--- src/rtl/rdv_pkg.sv ---
package rdv_pkg;

  localparam int unsigned RDV_BRANCHES = 2;

  typedef logic [RDV_BRANCHES-1:0] branch_vec_t;

  typedef enum logic {
    PH_WAIT = 1'b0,
    PH_DONE = 1'b1
  } phase_t;

  // every branch is armed (seen earlier or arriving now)
  function automatic logic all_armed(input branch_vec_t armed);
    return &armed;
  endfunction

  // a round may complete only while waiting and not preempted
  function automatic logic may_fire(input logic rst, input logic abort,
                                    input phase_t ph, input branch_vec_t armed);
    return !rst && !abort && (ph == PH_WAIT) && all_armed(armed);
  endfunction

endpackage

--- src/rtl/rdv_branch.sv ---
module rdv_branch (
  input  logic clk,
  input  logic rst,
  input  logic clear,
  input  logic hold,
  input  logic evt,
  output logic seen,
  output logic armed
);

  always_ff @(posedge clk) begin
    if (rst || clear) begin
      seen <= 1'b0;
    end else if (!hold && evt) begin
      seen <= 1'b1;
    end
  end

  assign armed = seen | evt;

endmodule

--- src/rtl/rdv_ctrl.sv ---
module rdv_ctrl
  import rdv_pkg::*;
(
  input  logic        clk,
  input  logic        rst,
  input  logic        abort,
  input  branch_vec_t armed_vec,
  output logic        fire,
  output logic        phase_done,
  output logic        hold,
  output logic        clear
);

  phase_t phase_q;

  assign fire       = may_fire(rst, abort, phase_q, armed_vec);
  assign phase_done = (phase_q == PH_DONE);
  assign hold       = phase_done | abort;
  assign clear      = abort | fire;

  always_ff @(posedge clk) begin
    if (rst || abort) begin
      phase_q <= PH_WAIT;
    end else if (fire) begin
      phase_q <= PH_DONE;
    end
  end

endmodule

--- src/rtl/rendezvous_join.sv ---
module rendezvous_join
  import rdv_pkg::*;
(
  input  logic clk,
  input  logic rst,
  input  logic evt_a,
  input  logic evt_b,
  input  logic abort_in,
  output logic join_pulse
);

  branch_vec_t evt_vec;
  branch_vec_t seen_vec;
  branch_vec_t armed_vec;
  logic        fire;
  logic        phase_done;
  logic        hold;
  logic        clear;

  assign evt_vec = {evt_b, evt_a};

  for (genvar g = 0; g < RDV_BRANCHES; g++) begin : g_branch
    rdv_branch u_branch (
      .clk   (clk),
      .rst   (rst),
      .clear (clear),
      .hold  (hold),
      .evt   (evt_vec[g]),
      .seen  (seen_vec[g]),
      .armed (armed_vec[g])
    );
  end

  rdv_ctrl u_ctrl (
    .clk        (clk),
    .rst        (rst),
    .abort      (abort_in),
    .armed_vec  (armed_vec),
    .fire       (fire),
    .phase_done (phase_done),
    .hold       (hold),
    .clear      (clear)
  );

  assign join_pulse = fire;

endmodule

--- config.mk ---
export PLATFORM = sky130hd
export DESIGN_NAME = rendezvous_join
export DESIGN_NICKNAME = d
export VERILOG_FILES = /design/src/rtl/rdv_pkg.sv /design/src/rtl/rdv_branch.sv /design/src/rtl/rdv_ctrl.sv /design/src/rtl/rendezvous_join.sv
export SDC_FILE = /design/constraint.sdc
export NUM_CORES = 1
export LEC_CHECK = 0
export ABC_AREA = 0
export BUFFER_PORTS_ARGS = -buffer_cell sky130_fd_sc_hd__buf_2
export CAP_MARGIN = 10
export CORE_AREA = 10 10 47 49
export CTS_BUF_LIST = sky130_fd_sc_hd__clkbuf_4 sky130_fd_sc_hd__clkbuf_8
export DETAILED_ROUTE_END_ITERATION = 6
export DIE_AREA = 0 0 57 59
export PLACE_DENSITY = 0.3
export RECOVER_POWER = 100
export REMOVE_ABC_BUFFERS = 1
export SETUP_SLACK_MARGIN = 0.05
export SYNTH_ARGS = -nofsm -noshare
export SYNTH_HDL_FRONTEND = slang
export SYNTH_HIERARCHICAL = 1
export SYNTH_SLANG_ARGS = --single-unit
--- constraint.sdc ---
create_clock -name clk -period 1.6 [get_ports clk]
set_clock_uncertainty 0.15 [all_clocks]
set_input_delay 0.08 -clock clk [delete_from_list [all_inputs] [get_ports clk]]
set_output_delay 0.08 -clock clk [all_outputs]
set_load 0.1 [all_outputs]
==> results of run 1 <==
[flip-flops by register name (all words and copies together) (netlist names)]
register,flops
u_ctrl/phase_done,1
g_branch.u_branch/seen,2
[cell usage in the layout (no fill, tap or decap), drive strengths merged]
| cell type | synthesis | layout |
|---|---|---|
| nor2b | 2 | 2 |
| a21oi | 1 | 1 |
| nor2 | 2 | 2 |
| buf | 0 | 5 |
| nand2 | 1 | 1 |
| nor4 | 1 | 1 |
| o31ai | 1 | 1 |
| or2 | 3 | 3 |
| o21a | 2 | 2 |
| dlygate4sd3 | 0 | 2 |
| clkbuf | 0 | 4 |
| nor3 | 1 | 1 |
| dfxtp | 3 | 3 |
| inv | 1 | 1 |
[critical path, cell delays in order]
cell and delay (ns):
dlygate4sd3_1 0.53, buf_2 0.16, nor4_4 0.26, buf_12 0.21
[synth_stat cells]
master | n | area, um^2
or2_1 | 3 | 18.8
o21a_1 | 2 | 15.0
a21oi_1 | 1 | 5.00
nor2_1 | 2 | 7.51
inv_1 | 1 | 3.75
dfxtp_1 | 3 | 60.1
o31ai_2 | 1 | 12.5
nor4_2 | 1 | 12.5
nor3_1 | 1 | 5.00
nor2b_4 | 2 | 27.5
nand2_1 | 1 | 3.75
[cell type report]
type	count	share of cell area, %
multi-input cells	14	39.8
repair buffers	7	20.8
well taps	16	6.93
flip-flops and latches	3	20.8
clock buffers	4	10.4
inverters	1	1.30
[cell families after synthesis]
kind of cell	count (synthesis)	synth area share, %
simple gates	10	43.8
buf+inv	1	2.19
compound gates	4	19.0
flops	3	35.0
[what timing repair did]
item	in CTS	in global routing
endpoints found under the setup margin	0	2
gates resized for setup	0	2
hold buffers	2	1
endpoints found under the hold margin	1	1
[stage by stage]
step                cells  cell area, um^2  hold slack, ns
CTS                    45              282          0.0197
global route           45              289          0.0268
finish                 45              289          0.0275
floorplan              18              171         0.00679
detailed placement     39              231           0.160
global placement       39              231           0.160
[layer usage]
layer / GRT usage [%] / vias to the layer above
met5: 0 / -
met4: 5.03 / 0
met2: 3.26 / 4
met1: 2.12 / 72
li1: - / 82
met3: 2.15 / 0
[power groups by stage]
stage | registers (mW) | logic, mW | clock network [mW]
after global routing | 0.0807 | 0.0494 | 0.167
after global placement | 0.0810 | 0.0396 | 0
final | 0.0803 | 0.0455 | 0.148
after CTS | 0.0799 | 0.0432 | 0.159
after floorplan | 0.0807 | 0.0259 | 0
after detailed placement | 0.0811 | 0.0398 | 0
[path summary, 6_finish.rpt]
check                                                end                                    from  slack, ns  cells after the start
setup / recovery                              join_pulse                                     rst       0.12                      4
hold / removal    g_branch[0].u_branch/seen$_SDFFE_PP0P_                                   evt_a       0.03                      3
setup reg to reg  g_branch[0].u_branch/seen$_SDFFE_PP0P_  g_branch[1].u_branch/seen$_SDFFE_PP0P_       0.30                      5
hold reg to reg   g_branch[1].u_branch/seen$_SDFFE_PP0P_  g_branch[1].u_branch/seen$_SDFFE_PP0P_       0.30                      1
==> flow_metrics.env, run 1 <==
export IMPL_status="finished clean"
export IMPL_drt_met1_wl_um=152
export IMPL_top_layer="met3"
export IMPL_vias=158
export IMPL_numClockSinks=3
export IMPL_power_frac_clock_pct=54.1
export IMPL_final_antenna_net_count=0
export IMPL_power_switching_uw=63.8
export IMPL_multiInputGateArea_um2=115
export IMPL_core_um2=1400
export IMPL_first_iter_violations=1
export IMPL_grt_pass1_vias=154
export IMPL_rows=14
export IMPL_initial_core_util_pct=12.2
export IMPL_fin_tns_setup_ns=0
export IMPL_leakage_nw=0.121
export IMPL_clock_latency_ns=0.23
export IMPL_p_per_area_nw_per_um2=948
export IMPL_wl_met3_um=31
export IMPL_startpoint_type="input pin"
export IMPL_cts_root_buf="clkbuf_4"
export IMPL_viasPerCell=3.51
export IMPL_min_path_type="in -> reg"
export IMPL_worstPathArrival_ns=1.25
export IMPL_routed_wl_um=389
export IMPL_h_tree_depth=1
export IMPL_relSlewSlack_pct=80.5
export IMPL_p_comb_share_pct=16.6
export IMPL_avgSynthCellArea_um2=9.52
export IMPL_cap_violations=0
export IMPL_place_congestion=0.602
export IMPL_dr_wl_met2_um=206
export IMPL_setup_viol=0
export IMPL_die_y_um=59
export IMPL_area_growth_pct=68.6
export IMPL_p_total_uw=274
export IMPL_overflow=0
export IMPL_n_antenna_cell=0
export IMPL_crit_fanout=5
export IMPL_cts_setup_buffers=0
export IMPL_grt_pass1_wl_um=593
export IMPL_routedWlPerCell_um=8.64
export IMPL_die_x_um=57
export IMPL_peakVddDrop_mv=0.249
export IMPL_drc=0
export IMPL_path_clk_slew_ns=0.04
export IMPL_critical_path_class="in -> out"
export IMPL_cts_buffer_depth=2
export IMPL_power_frac_seq_pct=29.3
export IMPL_track_usage_pct=2.76
export IMPL_drive_gt1_share_pct=44.8
export IMPL_dp_slack_ns=0.372
export IMPL_io_pins=6
export IMPL_rsz0062_at_grt="no"
export IMPL_finalWorstSetupSlack_ns=0.119
export IMPL_cts_tree="done"
export IMPL_finalMaxSlewViolations=0
export IMPL_ys_types=11
export IMPL_ys_seq_elements=3
export IMPL_fmax_mhz=675
export IMPL_p_int_uw=210
export IMPL_ys_seq_area_share_pct=35.0
export IMPL_tightest_slew_ns=0.290
export IMPL_port_buffers=5
export IMPL_yosys_warnings=6
export IMPL_crit_path_end_kind="output port"
export IMPL_numCtsBuffers=3
export IMPL_fin_crit_ns=1.48
export IMPL_first_pass_iters=2
export IMPL_fin_util_pct=20.6
export IMPL_crit_required_ns=1.37
export IMPL_final_hold_viol_count=0
export IMPL_nets=35
export IMPL_dieArea_um2=3360
export IMPL_seq_area_um2=60.1
export IMPL_synth_cells=18
export IMPL_p_sw_share_pct=23.3
export IMPL_grt_max_degree=6
export IMPL_antenna_found_initial=0
export IMPL_fillers=162
export IMPL_synth_cell_area_um2=171
export IMPL_period_share_pct=92.6
No activity file was read; power rests on OpenSTA's default activity.
==> run 2: changes to the inputs <==
--- a/config.mk
+++ b/config.mk
@@ -12,7 +12,7 @@
 export CTS_BUF_LIST = sky130_fd_sc_hd__clkbuf_4 sky130_fd_sc_hd__clkbuf_8
 export DETAILED_ROUTE_END_ITERATION = 6
 export DIE_AREA = 0 0 57 59
-export PLACE_DENSITY = 0.3
+export PLACE_DENSITY = 0.39
 export RECOVER_POWER = 100
 export REMOVE_ABC_BUFFERS = 1
 export SETUP_SLACK_MARGIN = 0.05
==> flow_metrics.env, run 2 (synthesis results as in run 1) <==
export IMPL_overflow=0
export IMPL_dieArea_um2=3360
export IMPL_die_x_um=57
export IMPL_grt_max_degree=6
export IMPL_min_path_type="in -> reg"
export IMPL_critical_path_buf_inv_count=1
export IMPL_finalWorstSetupSlack_ns=0.123
export IMPL_leakage_nw=0.118
export IMPL_antenna_found_initial=0
export IMPL_timing_rr_start="g_branch[1].u_branch/seen$_SDFFE_PP0P_"
export IMPL_first_pass_iters=2
export IMPL_r2r_end="g_branch[1].u_branch/seen$_SDFFE_PP0P_"
export IMPL_power_switching_uw=65.6
export IMPL_critical_path_class="reg -> out"
export IMPL_core_um2=1400
export IMPL_crit_slowest_cell="buf_4"
export IMPL_crit_path_end_kind="output port"
export IMPL_dpl_cell_count=39
export IMPL_path_clk_slew_ns=0.04
export IMPL_dp_slack_ns=0.361
export IMPL_io_pins=6
export IMPL_largest_register_ffs=2
export IMPL_first_iter_violations=2
export IMPL_final_hold_viol_count=0
export IMPL_critical_path_top_delay_family="simple AND/OR/NAND/NOR gates"
export IMPL_crit_required_ns=1.37
export IMPL_numClockSinks=3
export IMPL_track_usage_pct=2.67
export IMPL_crit_chain="or2_1 > nand2_1 > nor4_4 > buf_4"
export IMPL_fin_crit_ns=1.48
export IMPL_area_growth_pct=59.1
export IMPL_peakVddDrop_mv=0.348
export IMPL_clock_latency_ns=0.23
export IMPL_startpoint_type="register"
export IMPL_final_antenna_net_count=0
export IMPL_r2r_setup_slack_ns=0.29
export IMPL_rows=14
export IMPL_vias=168
export IMPL_stdcell_count=45
export IMPL_grt_pass1_vias=197
export IMPL_p_comb_share_pct=15.6
export IMPL_power_frac_clock_pct=55.1
export IMPL_cts_buffer_depth=2
export IMPL_worstPathArrival_ns=1.25
export IMPL_cts_root_buf="clkbuf_4"
export IMPL_hp_start="evt_b"
export IMPL_port_buffers=5
export IMPL_setup_viol=0
export IMPL_cap_violations=0
export IMPL_p_per_area_nw_per_um2=1000
export IMPL_rsz0062_at_grt="no"
export IMPL_nets=35
export IMPL_drc=0
export IMPL_h_tree_depth=1
export IMPL_drive_gt1_share_pct=41.4
export IMPL_power_frac_seq_pct=29.3
export IMPL_p_int_uw=208
export IMPL_routedWlPerCell_um=9.22
export IMPL_initial_core_util_pct=12.2
export IMPL_n_antenna_cell=0
export IMPL_numCtsBuffers=3
export IMPL_mostFrequentLayoutCells="clkbuf_4, buf_2, or2_1, dfxtp_1"
export IMPL_fin_area_um2=273
export IMPL_finalMaxSlewViolations=0
export IMPL_tightest_slew_ns=0.314
export IMPL_min_path_cells=3
export IMPL_relSlewSlack_pct=78.9
export IMPL_top_register="g_branch.u_branch/seen"
export IMPL_r2r_cells=5
export IMPL_status="finished clean"
export IMPL_fmax_mhz=677
export IMPL_p_sw_share_pct=24.0
export IMPL_p_total_uw=273
export IMPL_die_y_um=59
export IMPL_cts_setup_buffers=0
export IMPL_hold_end="g_branch[1].u_branch/seen$_SDFFE_PP0P_"
export IMPL_critPathMaxStageDelay_ns=0.32
export IMPL_period_share_pct=92.3
export IMPL_routed_wl_um=415
export IMPL_cts_tree="done"
export IMPL_crit_fanout=2
export IMPL_viasPerCell=3.73
export IMPL_whs_ns=0.0240
export IMPL_place_congestion=0.628
export IMPL_grt_pass1_wl_um=696
export IMPL_dpl_instance_area_um2=231
## run 2: worst reg2reg max path, cell delays in order, from the launching register on
cell and delay [ns]:
dfxtp_1 0.31, or2_1 0.13, nand2_1 0.11, o31ai_1 0.30, nor2_1 0.09, o21a_1 0.11
## run 2: final cells by class
| class | count | area (um^2) |
|---|---|---|
| fill | 162 | 1130 |
| sequential | 3 | 60.1 |
| tap | 16 | 20.0 |
| multi-input combinational | 14 | 111 |
| timing repair buffer | 7 | 47.5 |
| clock buffer | 4 | 30.0 |
| inverter | 1 | 3.75 |
## run 2: worst max-delay path by stage
stage                             to  depth (start not counted)                                    from  slack [ns]
after floorplan           join_pulse                          3  g_branch[0].u_branch/seen$_SDFFE_PP0P_       -0.75
after global placement    join_pulse                          4  g_branch[1].u_branch/seen$_SDFFE_PP0P_        0.36
after detailed placement  join_pulse                          4  g_branch[1].u_branch/seen$_SDFFE_PP0P_        0.36
after CTS                 join_pulse                          4  g_branch[1].u_branch/seen$_SDFFE_PP0P_        0.09
after global routing      join_pulse                          4  g_branch[0].u_branch/seen$_SDFFE_PP0P_        0.04
final                     join_pulse                          4  g_branch[1].u_branch/seen$_SDFFE_PP0P_        0.12
## run 2: routing by layer
metal,vias up,wire (um),global-route usage [%]
met5,-,0,0
met1,81,146,1.77
met3,0,32,2.36
met2,4,235,5.12
met4,0,0,1.01
li1,83,-,-
## run 2: power by group through the flow
stage	registers [mW]	logic (mW)	clock network, mW
global placement	0.0809	0.0393	0
global route	0.0803	0.0459	0.162
detailed placement	0.0812	0.0402	0
CTS	0.0800	0.0441	0.156
finish	0.0802	0.0425	0.151
floorplan	0.0807	0.0259	0
## run 2: what timing repair did
action                     4_1_cts  5_1_grt
hold endpoints to repair         1        0
gates resized for setup          0        1
hold buffers                     2        0
setup endpoints to repair        0        1
## run 2: per-stage QoR
stage	TNS [ns]	utilization, %
4_1_cts	0	20.1
5_1_grt	0	19.5
3_3_place_gp	0	16.5
3_5_place_dp	0	16.5
6_report	0	19.5
2_1_floorplan	-0.752	-
